<file path="src/rtl/vic_pkg.sv">
package vic_pkg;
  localparam int unsigned NSRC = 6;
  localparam int unsigned IDXW = 3;

  typedef enum logic [IDXW-1:0] {
    SRC_EXT0 = 3'd0,
    SRC_EXT1 = 3'd1,
    SRC_TMR0 = 3'd2,
    SRC_TMR1 = 3'd3,
    SRC_SER  = 3'd4,
    SRC_GRP  = 3'd5
  } src_e;

  function automatic logic [7:0] vec_of(input logic [IDXW-1:0] idx,
                                        input logic [7:0] base,
                                        input logic [7:0] step);
    logic [7:0] k;
    k = {5'b0, idx};
    return base + step * k;
  endfunction
endpackage

</file>
<file path="src/rtl/vic_regs.sv">
module vic_regs
  import vic_pkg::*;
#(
  parameter int unsigned GRP_N = 6
) (
  input  logic              clk,
  input  logic              rst_n,
  input  logic              reg_wr,
  input  logic [1:0]        reg_addr,
  input  logic [7:0]        reg_wdata,
  input  logic [NSRC-2:0]   dir_evt,
  input  logic [GRP_N-1:0]  grp_evt,
  input  logic [NSRC-1:0]   clr_oh,
  input  logic              clr_gie,
  input  logic              set_gie,
  output logic [7:0]        reg_rdata,
  output logic [NSRC-1:0]   src_flag,
  output logic [NSRC-1:0]   src_en,
  output logic              gie
);
  logic [NSRC-1:0]  en_q, fl_q, en_d, fl_d;
  logic [GRP_N-1:0] gen_q, gfl_q, gen_d, gfl_d, gfl_set;
  logic             gie_d;
  logic             wr0, wr1, wr2, wr3;

  assign wr0 = reg_wr && (reg_addr == 2'd0);
  assign wr1 = reg_wr && (reg_addr == 2'd1);
  assign wr2 = reg_wr && (reg_addr == 2'd2);
  assign wr3 = reg_wr && (reg_addr == 2'd3);

  assign gfl_set = grp_evt | (wr3 ? reg_wdata[GRP_N-1:0] : '0);

  always_comb begin
    en_d  = en_q;
    fl_d  = fl_q;
    gen_d = gen_q;
    gfl_d = gfl_q;
    gie_d = gie;
    if (wr0) begin
      gie_d     = reg_wdata[0];
      en_d[2:0] = reg_wdata[3:1];
      fl_d[2:0] = reg_wdata[6:4];
    end
    if (wr1) begin
      en_d[5:3] = reg_wdata[2:0];
      fl_d[5:3] = reg_wdata[6:4];
    end
    if (wr2) gen_d = reg_wdata[GRP_N-1:0];
    if (wr3) gfl_d = reg_wdata[GRP_N-1:0];
    fl_d = fl_d & ~clr_oh;
    if (clr_gie) gie_d = 1'b0;
    if (set_gie) gie_d = 1'b1;
    gfl_d = gfl_d | gfl_set;
    fl_d[NSRC-2:0] = fl_d[NSRC-2:0] | dir_evt;
    fl_d[SRC_GRP]  = fl_d[SRC_GRP] | (|(gfl_set & gen_q));
  end

  always_ff @(posedge clk or negedge rst_n) begin
    if (!rst_n) begin
      en_q  <= '0;
      fl_q  <= '0;
      gen_q <= '0;
      gfl_q <= '0;
      gie   <= 1'b0;
    end else begin
      en_q  <= en_d;
      fl_q  <= fl_d;
      gen_q <= gen_d;
      gfl_q <= gfl_d;
      gie   <= gie_d;
    end
  end

  always_comb begin
    unique case (reg_addr)
      2'd0:    reg_rdata = {1'b0, fl_q[2:0], en_q[2:0], gie};
      2'd1:    reg_rdata = {1'b0, fl_q[5:3], 1'b0, en_q[5:3]};
      2'd2:    reg_rdata = 8'(gen_q);
      default: reg_rdata = 8'(gfl_q);
    endcase
  end

  assign src_flag = fl_q;
  assign src_en   = en_q;
endmodule

</file>
<file path="src/rtl/vic_arb.sv">
module vic_arb
  import vic_pkg::*;
(
  input  logic [NSRC-1:0] pend,
  output logic [NSRC-1:0] grant,
  output logic [IDXW-1:0] idx,
  output logic            any
);
  logic [NSRC:0] blocked;
  assign blocked[0] = 1'b0;

  for (genvar i = 0; i < NSRC; i++) begin : g_chain
    assign grant[i]     = pend[i] & ~blocked[i];
    assign blocked[i+1] = blocked[i] | pend[i];
  end

  assign any = blocked[NSRC];

  always_comb begin
    idx = '0;
    for (int i = 0; i < NSRC; i++)
      if (grant[i]) idx = IDXW'(i);
  end
endmodule

</file>
<file path="src/rtl/vic_seq.sv">
module vic_seq
  import vic_pkg::*;
#(
  parameter logic [7:0] VEC_BASE = 8'h04,
  parameter logic [7:0] VEC_STEP = 8'h04
) (
  input  logic            clk,
  input  logic            rst_n,
  input  logic            phase_tick,
  input  logic            gie,
  input  logic            any,
  input  logic [IDXW-1:0] idx,
  input  logic            rti_pulse,
  output logic            accept,
  output logic            rti_ok,
  output logic            svc_stb,
  output logic [7:0]      svc_vec,
  output logic            svc_busy
);
  assign accept = phase_tick & gie & ~svc_busy & any;
  assign rti_ok = rti_pulse & svc_busy;

  always_ff @(posedge clk or negedge rst_n) begin
    if (!rst_n) begin
      svc_stb  <= 1'b0;
      svc_vec  <= '0;
      svc_busy <= 1'b0;
    end else begin
      svc_stb <= accept;
      if (accept) begin
        svc_vec  <= vec_of(idx, VEC_BASE, VEC_STEP);
        svc_busy <= 1'b1;
      end else if (rti_ok) begin
        svc_busy <= 1'b0;
      end
    end
  end
endmodule

</file>
<file path="src/rtl/vic_top.sv">
module vic_top
  import vic_pkg::*;
#(
  parameter int unsigned GRP_N    = 6,
  parameter logic [7:0]  VEC_BASE = 8'h04,
  parameter logic [7:0]  VEC_STEP = 8'h04
) (
  input  logic             clk,
  input  logic             rst_n,
  input  logic             phase_tick,
  input  logic             ext0_evt,
  input  logic             ext1_evt,
  input  logic             tmr0_evt,
  input  logic             tmr1_evt,
  input  logic             ser_evt,
  input  logic [GRP_N-1:0] grp_evt,
  input  logic             rti_pulse,
  input  logic             reg_wr,
  input  logic [1:0]       reg_addr,
  input  logic [7:0]       reg_wdata,
  output logic [7:0]       reg_rdata,
  output logic             svc_stb,
  output logic [7:0]       svc_vec,
  output logic             svc_busy
);
  logic [NSRC-1:0] src_flag, src_en, pend, grant, clr_oh;
  logic [IDXW-1:0] idx;
  logic            any, gie, accept, rti_ok;

  assign pend   = src_flag & src_en;
  assign clr_oh = accept ? grant : '0;

  vic_regs #(.GRP_N(GRP_N)) regs_i (
    .clk       (clk),
    .rst_n     (rst_n),
    .reg_wr    (reg_wr),
    .reg_addr  (reg_addr),
    .reg_wdata (reg_wdata),
    .dir_evt   ({ser_evt, tmr1_evt, tmr0_evt, ext1_evt, ext0_evt}),
    .grp_evt   (grp_evt),
    .clr_oh    (clr_oh),
    .clr_gie   (accept),
    .set_gie   (rti_ok),
    .reg_rdata (reg_rdata),
    .src_flag  (src_flag),
    .src_en    (src_en),
    .gie       (gie)
  );

  vic_arb arb_i (
    .pend  (pend),
    .grant (grant),
    .idx   (idx),
    .any   (any)
  );

  vic_seq #(.VEC_BASE(VEC_BASE), .VEC_STEP(VEC_STEP)) seq_i (
    .clk        (clk),
    .rst_n      (rst_n),
    .phase_tick (phase_tick),
    .gie        (gie),
    .any        (any),
    .idx        (idx),
    .rti_pulse  (rti_pulse),
    .accept     (accept),
    .rti_ok     (rti_ok),
    .svc_stb    (svc_stb),
    .svc_vec    (svc_vec),
    .svc_busy   (svc_busy)
  );
endmodule

</file>
<file path="config.mk">
export PLATFORM = sky130hd
export DESIGN_NAME = vic_top
export DESIGN_NICKNAME = d
export VERILOG_FILES = /design/src/rtl/vic_pkg.sv /design/src/rtl/vic_regs.sv /design/src/rtl/vic_arb.sv /design/src/rtl/vic_seq.sv /design/src/rtl/vic_top.sv
export SDC_FILE = /design/constraint.sdc
export NUM_CORES = 1
export LEC_CHECK = 0
export BUFFER_PORTS_ARGS = -buffer_cell sky130_fd_sc_hd__buf_4
export CORE_MARGIN = 3
export CORE_UTILIZATION = 30
export DETAILED_ROUTE_END_ITERATION = 16
export PLACE_DENSITY_LB_ADDON = 0.05
export SETUP_SLACK_MARGIN = 0.2
export SLEW_MARGIN = 40
export SYNTH_ARGS = -nofsm -noshare
export SYNTH_HDL_FRONTEND = slang
export SYNTH_SLANG_ARGS = --single-unit
</file>
<file path="constraint.sdc">
create_clock -name clk -period 2.4 [get_ports clk]
set_clock_uncertainty 0.15 [all_clocks]
set_input_delay 0.48 -clock clk [delete_from_list [all_inputs] [get_ports clk]]
set_output_delay 0.48 -clock clk [all_outputs]
set_load 0.05 [all_outputs]
</file>
==> reports/qor.yml, run 1 <==
sta:
  setup_viol: 0
  rsz0062_at_grt: "false"
  final_hold_viol_count: 0
  period_needed_ns: 2.10
  fmax_ghz: 0.476
  worst_slack_ns: 0.299
  min_period_over_period_pct: 87.5
  whs_ns: 0.235
  tns_ns: 0
  drv_slew: 0
synth:
  synth-xor-area-share_pct: 0
  synth_edf_count: 0
  synth_area_um2: 1660
  synth-adder-area-share_pct: 0.755
  ys_ff_latch: 31
  synth.distinct_cells: 37
  avgSynthCellArea_um2: 11.4
  synthSimpleGateAreaFrac_pct: 15.0
  muxShareOfSynthArea_pct: 22.1
  syn-instance-count: 145
  seq_area_frac_synth_pct: 46.8
  synth_warnings: 0
  synth-compound-area-share_pct: 11.3
  synthFlopType: "dfrtp_1"
  synth_top_family_by_area: "multiplexers"
  synthArstFlopShare_pct: 100
critical_path:
  ff2ff_path_depth: 4
  r2r_start: "regs_i.src_flag[1]"
  crit_chain: "buf_4 -> mux4_1 -> buf_4"
  cp_data_arrival_time_ns: 1.47
  cp_data_required_time_ns: 1.77
  r2r_end: "seq_i.svc_vec[3]"
  worst-r2r-setup-slack_ns: 0.52
  critical_path.max_stage_delay_ns: 0.59
  setup.worst_path.class: "input pin to primary output"
  cp-start-kind: "input pin"
  crit_path_frequent_cell: "buf_4"
  endpoint_kind: "primary output"
  critPathLaunch: "reg_addr[0]"
  critPathSlowestCell: "mux4_1"
  cp_max_fo: 13
grt:
  grt_pass1_vias: 1355
  grt_max_degree: 32
  overflow: 0
  use_met2_pct: 23.7
  antenna_found_initial: 0
  grt_first_pass_wirelength_mm: 7.04
  use_met3_pct: 5.61
  grtUsageTotal_pct: 14.7
  grtUsageMet1_pct: 18.7
  busiest_layer: "met2"
final_layout:
  layout_common_cells: "39 x buf_4, 31 x dfrtp_1, 24 x nand2_1"
  drive_above_1_share_pct: 36.7
  nets: 214
  utilization_pct: 40.3
  area_growth_pct: 27.2
  finalNonFillerCells: 258
  antenna_cells_inserted: 0
  final_common_cell: "buf_4"
route:
  drtIter0Drc: 81
  drc: 0
  via_per_inst: 4.98
  drt_wl_total_mm: 4.26
  wl_per_cell_um: 16.5
  first_pass_iters: 4
  vias: 1285
  antenna_left: 0
floorplan:
  dieWidth_um: 80.3
  die_y_um: 80.3
  core_area_um2: 5240
  die-area_um2: 6450
  rows: 26
  ios: 44
  initial_utilization_pct: 31.7
placement:
  placed_cells: 249
  dp_slack_ns: 0.287
  dp_hpwl_mm: 3.31
  io_buffers: 37
  gp_congestion: 0.783
power_and_ir_drop:
  p_leak_uw: 0.000966
  vdd_ir_drop_max_mv: 0.684
  p_per_area_nw_per_um2: 875
hold_path:
  min_delay_path_depth: 2
  hold_start: "ext0_evt"
  hp-class: "input pin to flip-flop"
  whs_endpoint: "regs_i.src_flag[0]"
run:
  max-cap-violations: 0
cts:
  post_cts_resized: 0
  cts_tree: "built"
  cts_buffer_depth: 2
  clockRootBuffer: "clkbuf_8"
  cts.sinks: 31
  cts.htree.levels: 2
  cts_inserted_buffers: 5
  clkTransAtPathRegs_ns: 0.07
  worstSkewPairLatency_ns: 0.29
  ctsHoldBuffers: 1
  cts_setup_buffers: 0
run_status:
  status: "finished clean"
final cells by class:
| cell class | instances | area (µm²) |
|---|---|---|
| Clock buffer | 8 | 100 |
| Fill cell | 534 | 3130 |
| Inverter | 2 | 7.51 |
| Multi-Input combinational cell | 107 | 835 |
| Sequential cell | 31 | 776 |
| Tap cell | 70 | 87.6 |
| Timing Repair Buffer | 40 | 303 |
routing by layer:
metal | share of wire [%] | up-vias | wire length (µm)
met5 | 0 | - | 0
met4 | 1.3 | 0 | 55
met3 | 7.5 | 7 | 320
met2 | 47 | 37 | 2010
met1 | 44 | 633 | 1870
li1 | - | 608 | -
cell families after synthesis:
group,after synthesis
flip-flops,31
adder cells (fa/ha/maj),1
buffers and inverters,11
other,1
AND/OR/NAND/NOR,49
AO/OA/AOI/OAI,24
multiplexers,28
flip-flops by register name (all words and copies together), names as in the netlist:
| signal | count |
|---|---|
| regs_i.src_flag | 6 |
| regs_i.gen_q | 6 |
| regs_i.src_en | 6 |
| seq_i.svc_busy | 1 |
| regs_i.gie | 1 |
| seq_i.svc_vec | 4 |
| regs_i.gfl_q | 6 |
| seq_i.svc_stb | 1 |
cell usage after synthesis (all sizes together), types with 3 or more instances:
master | n | area [µm²]
o21bai | 5 | 37.5
mux2 | 13 | 150
nor2 | 4 | 15.0
nand3 | 4 | 20.0
nand3b | 8 | 60.1
mux4 | 5 | 116
dfrtp | 31 | 776
nand2 | 25 | 96.4
nor3 | 3 | 15.0
mux2i | 10 | 100
buf | 7 | 47.6
o21ai | 3 | 15.0
a22oi | 4 | 30.0
how the worst max path moves through the flow:
| stage | to | slack (ns) |
|---|---|---|
| 4_1_cts | reg_rdata[4] | 0.29 |
| 3_5_place_dp | reg_rdata[4] | 0.29 |
| 6_report | reg_rdata[4] | 0.30 |
| 3_3_place_gp | reg_rdata[4] | 0.29 |
| 2_1_floorplan | reg_rdata[3] | 0.28 |
| 5_1_grt | reg_rdata[4] | 0.27 |
worst max-delay path: cells and delay by family:
kind	cells	cell delay, ns
muxes	1	0.59
buffers and inverters	2	0.40
power by group:
group / total [µW] / internal (µW) / leakage [µW] / switching (µW)
Combinational: 678 / 270 / 0.000574 / 408
Clock: 456 / 262 / 0.0000515 / 195
Sequential: 710 / 619 / 0.000341 / 90.8
through the flow:
step	cell area [µm²]	total power, µW
after floorplan	1670	1190
after global placement	2000	1400
after detailed placement	2000	1410
after CTS	2110	1870
after global routing	2110	1970
final	2110	1840
Power figures use the tool's default switching activity.
==> run 2: changes to the inputs <==
--- a/config.mk
+++ b/config.mk
@@ -6,8 +6,9 @@
 export NUM_CORES = 1
 export LEC_CHECK = 0
 export BUFFER_PORTS_ARGS = -buffer_cell sky130_fd_sc_hd__buf_4
+export CAP_MARGIN = 20
 export CORE_MARGIN = 3
-export CORE_UTILIZATION = 30
+export CORE_UTILIZATION = 44
 export DETAILED_ROUTE_END_ITERATION = 16
 export PLACE_DENSITY_LB_ADDON = 0.05
 export SETUP_SLACK_MARGIN = 0.2
==> reports/qor.yml, run 2 (synthesized netlist as in run 1, its figures left out) <==
critical_path:
  crit_path_frequent_cell: "buf_4"
  cp_data_arrival_time_ns: 1.46
  crit_buf_inv: 2
  cp_max_fo: 13
  critical_path.max_stage_delay_ns: 0.58
  critPathLaunch: "reg_addr[0]"
  ff2ff_path_depth: 4
  critPathSlowestCell: "mux4_1"
  endpoint_kind: "primary output"
  crit_chain: "buf_4 -> mux4_1 -> buf_4"
  r2r_start: "regs_i.src_flag[1]"
  path_depth: 3
  cp-start-kind: "input pin"
  cp_data_required_time_ns: 1.77
  cp_top_family: "multiplexers"
  setup.worst_path.class: "input pin to primary output"
cts:
  cts.sinks: 31
  worstSkewPairLatency_ns: 0.28
  cts_tree: "built"
  clkTransAtPathRegs_ns: 0.06
  clockRootBuffer: "clkbuf_8"
  cts.htree.levels: 2
  post_cts_resized: 0
  ctsHoldBuffers: 1
  cts_buffer_depth: 2
  cts_inserted_buffers: 5
  cts_setup_buffers: 0
floorplan:
  ios: 44
  dieWidth_um: 67.4
  die_y_um: 67.4
  die-area_um2: 4540
  rows: 21
  core_area_um2: 3470
  initial_utilization_pct: 47.8
run:
  max-cap-violations: 0
route:
  drtIter0Drc: 85
  antenna_left: 0
  via_per_inst: 5.61
  vias: 1307
  drc: 0
  wl_per_cell_um: 16.9
  first_pass_iters: 7
  drt_wl_total_mm: 3.95
sta:
  fmax_ghz: 0.478
  drv_slew: 0
  whs_ns: 0.243
  rsz0062_at_grt: "false"
  min_period_over_period_pct: 87.1
  period_needed_ns: 2.09
  tns_ns: 0
  setup_viol: 0
  worst_slack_ns: 0.309
  final_hold_viol_count: 0
placement:
  dp_slack_ns: 0.306
  gp_congestion: 0.770
  placed_cells: 224
  dp_hpwl_mm: 2.98
  io_buffers: 37
final_layout:
  final_common_cell: "buf_4"
  utilization_pct: 60.2
  seq_area_um2: 776
  n_fill_cell: 309
  drive_above_1_share_pct: 36.9
  area_growth_pct: 26.0
  antenna_cells_inserted: 0
  finalNonFillerCells: 233
  nets: 213
  multi_input_comb_area_um2: 835
  layout_common_cells: "38 x buf_4, 31 x dfrtp_1, 24 x nand2_1"
grt:
  grt_pass1_vias: 1325
  grtUsageTotal_pct: 20.3
  antenna_found_initial: 0
  overflow: 0
  grt_max_degree: 32
  grt_first_pass_wirelength_mm: 6.67
hold_path:
  hp-class: "input pin to flip-flop"
  min_delay_path_depth: 2
  hold_start: "ext1_evt"
power_and_ir_drop:
  p_leak_uw: 0.000971
  vdd_ir_drop_max_mv: 0.538
  p_per_area_nw_per_um2: 917
run_status:
  status: "finished clean"
[run 2: cell type report]
| type | instances | area share (%) |
|---|---|---|
| clock buffer | 6 | 3.95 |
| sequential | 31 | 37.1 |
| tap | 46 | 2.76 |
| multi-input combinational | 107 | 40.0 |
| clock inverter | 2 | 1.68 |
| inverter | 2 | 0.359 |
| timing repair buffer | 39 | 14.1 |
[run 2: path summary, 6_finish.rpt]
path,slack [ns],end
max,0.31,reg_rdata[4]
min,0.24,regs_i.src_flag[1]
max reg2reg,0.50,seq_i.svc_vec[3]
min reg2reg,0.35,regs_i.gfl_q[3]
max in group asynchronous,1.29,regs_i.src_en[4]
min in group asynchronous,0.52,regs_i.src_en[2]
[run 2: where the power goes]
| part | switching, µW | internal (µW) | leakage (µW) |
|---|---|---|---|
| sequential | 89.7 | 619 | 0.000341 |
| clock | 192 | 336 | 0.0000612 |
| combinational | 409 | 269 | 0.000568 |
| total | 691 | 1220 | 0.000971 |
[run 2: metrics by stage]
step / cell area, µm² / total power (µW)
after floorplan: 1670 / 1190
after detailed placement: 1960 / 1400
after CTS: 2090 / 1940
final: 2090 / 1910
after global routing: 2090 / 2020
after global placement: 1960 / 1380
[run 2: per-layer routing]
metal	vias up	track usage, %	wire [µm]
met1	641	26.5	1700
met4	0	7.09	43
met3	6	5.82	293
li1	611	-	-
met5	-	0	0
met2	49	32.3	1910
==> run 3: changes to the inputs <==
--- a/config.mk
+++ b/config.mk
@@ -5,6 +5,7 @@
 export SDC_FILE = /design/constraint.sdc
 export NUM_CORES = 1
 export LEC_CHECK = 0
+export ABC_AREA = 1
 export BUFFER_PORTS_ARGS = -buffer_cell sky130_fd_sc_hd__buf_4
 export CAP_MARGIN = 20
 export CORE_MARGIN = 3
==> reports/qor.yml, run 3 <==
run_status:
  status: "finished clean"
critical_path:
  setup.worst_path.class: "input pin to primary output"
  cp_data_required_time_ns: 1.77
  crit_chain: "buf_4 -> inv_2 -> nor2_2 -> inv_1 -> o21ai_0 -> a21oi_1 -> o21ai_0 -> buf_4"
  cp-start-kind: "input pin"
  r2r_start: "regs_i.src_flag[1]"
  cp_data_arrival_time_ns: 1.39
  cp_max_fo: 4
  crit_buf_inv: 4
  cp_top_family: "buffers and inverters"
  critical_path.max_stage_delay_ns: 0.23
  endpoint_kind: "primary output"
  critPathLaunch: "reg_addr[1]"
  critPathSlowestCell: "buf_4"
synth:
  seq_area_frac_synth_pct: 44.1
  syn-instance-count: 230
  synth.distinct_cells: 25
  netlist_top_cells_area: "dfrtp_1 44%, nand2_1 16%, inv_1 6.4%, o21ai_0 5.4%, o21ai_2 3.5%"
  yosysMostFrequentCell: "nand2_1"
  synth_edf_count: 0
  synth_area_um2: 1760
  synthArstFlopShare_pct: 100
  avgSynthCellArea_um2: 7.65
  ys_ff_latch: 31
  synth_top_area_cell: "dfrtp_1"
  synth_warnings: 0
  synthFlopType: "dfrtp_1"
  synth_common_cells: "74 x nand2_1, 31 x dfrtp_1, 30 x inv_1, 19 x o21ai_0, 11 x nand3_1"
  netlist.area_leader.share_pct: 44.1
power_and_ir_drop:
  vdd_ir_drop_max_mv: 0.418
  internal_power_uw: 1080
  p_switching_uw: 709
  p_per_area_nw_per_um2: 828
  p_comb_share_pct: 36.5
  p_leak_uw: 0.00117
  clkPwrFrac_pct: 25.5
  p_seq_share_pct: 38.1
  power_switching_share_pct: 39.6
  power.total_uw: 1790
cts:
  cts_tree: "built"
  cts.htree.levels: 2
  clockRootBuffer: "clkbuf_8"
  cts_inserted_buffers: 5
  cts_buffer_depth: 2
  worstSkewPairLatency_ns: 0.28
  cts.sinks: 31
  clkTransAtPathRegs_ns: 0.06
  post_cts_resized: 0
floorplan:
  core_area_um2: 3740
  die_y_um: 69.2
  dieWidth_um: 69.2
  rows: 22
  ios: 44
  die-area_um2: 4790
  initial_utilization_pct: 47.0
route:
  first_pass_iters: 5
  drtIter0Drc: 103
  wl_per_cell_um: 12.2
  drc: 0
  via_per_inst: 4.84
  antenna_left: 0
  vias: 1555
  drt_wl_total_mm: 3.92
final_layout:
  nets: 299
  antenna_cells_inserted: 0
  drive_above_1_share_pct: 26.0
  final_common_cell: "nand2_1"
  utilization_pct: 57.8
  stdcell_area_um2: 2160
  area_growth_pct: 23.0
  layout_common_cells: "74 x nand2_1, 38 x buf_4, 31 x dfrtp_1"
  n_fill_cell: 379
placement:
  gp_congestion: 0.806
  dp_slack_ns: 0.388
  dp_hpwl_mm: 3.03
  placed_cell_area_um2: 2050
  io_buffers: 37
run:
  max-cap-violations: 0
sta:
  min_period_over_period_pct: 84.2
  period_needed_ns: 2.02
  setup_viol: 0
  final_hold_viol_count: 0
  rsz0062_at_grt: "false"
  worst_slack_ns: 0.379
  tns_ns: 0
  fmax_ghz: 0.495
  drv_slew: 0
grt:
  grt_pass1_vias: 1469
  grtUsageTotal_pct: 17.2
  overflow: 0
  antenna_found_initial: 0
  grt_first_pass_wirelength_mm: 6.53
  grt_max_degree: 32
hold_path:
  hold_start: "ser_evt"
  hp-class: "input pin to flip-flop"
==> run 3: cell types whose count changed in the layout (fill, tap and decap cells not counted), sizes merged, moves of 8 or more <==
cell,delta
inv,+31
mux2,-13
mux2i,-10
nand2,+59
nand3,+8
nand3b,-8
nor2,+11
o21ai,+28
==> run 3: through the flow <==
stage,instances,hold slack [ns]
after global routing,321,0.226
final,321,0.223
after detailed placement,312,0.287
after global placement,312,0.287
after CTS,321,0.222
after floorplan,234,0.0344
==> run 3: power by group through the flow <==
stage / Combinational (µW) / Sequential [µW] / Clock (µW)
2_1_floorplan: 347 / 804 / 0
3_3_place_gp: 654 / 687 / 0
3_5_place_dp: 658 / 690 / 0
4_1_cts: 662 / 681 / 463
5_1_grt: 717 / 696 / 483
6_report: 653 / 682 / 456
==> run 3: layout make-up <==
class                   count  area [µm²]  share of cell area (%)
well taps                  48        60.1                    2.77
inverters                  33         124                    5.72
flip-flops and latches     31         776                    35.8
repair buffers             39         295                    13.6
clock buffers               8         100                    4.62
multi-input cells         162         810                    37.4
==> run 3: metal layers <==
metal,global-route usage [%],up-vias,routed length [µm]
li1,-,802,-
met1,23.4,710,1900
met2,26.2,36,1750
met3,3.62,7,209
met4,7.81,0,65
met5,0,-,0
==> run 3: cell families (layout without fill, tap and decap cells) <==
| family | Yosys count | in the layout | share of synthesized area, % |
|---|---|---|---|
| and+or+nand+nor | 115 | 115 | 30.3 |
| DFF | 31 | 31 | 44.1 |
| other | 1 | 5 | 0.213 |
| AOI/OAI and AO/OA | 41 | 41 | 13.9 |
| adders and majority gates | 1 | 1 | 0.711 |
| buffers and inverters | 41 | 80 | 10.7 |
==> run 3: path summary, 6_finish.rpt <==
path                                      end  slack (ns)  cells past startpoint
max in group asynchronous     regs_i.gfl_q[4]        1.29                      2
min in group asynchronous    seq_i.svc_vec[5]        0.52                      2
hold reg to reg               regs_i.gen_q[1]        0.33                      2
setup reg to reg             seq_i.svc_vec[4]        0.68                     11
setup / recovery                 reg_rdata[1]        0.38                      8
hold / removal             regs_i.src_flag[4]        0.22                      2
==> run 3: what timing repair did <==
action / in CTS / in global routing
setup buffers: 0 / 0
hold endpoints to repair: 31 / 0
hold buffers: 1 / 0
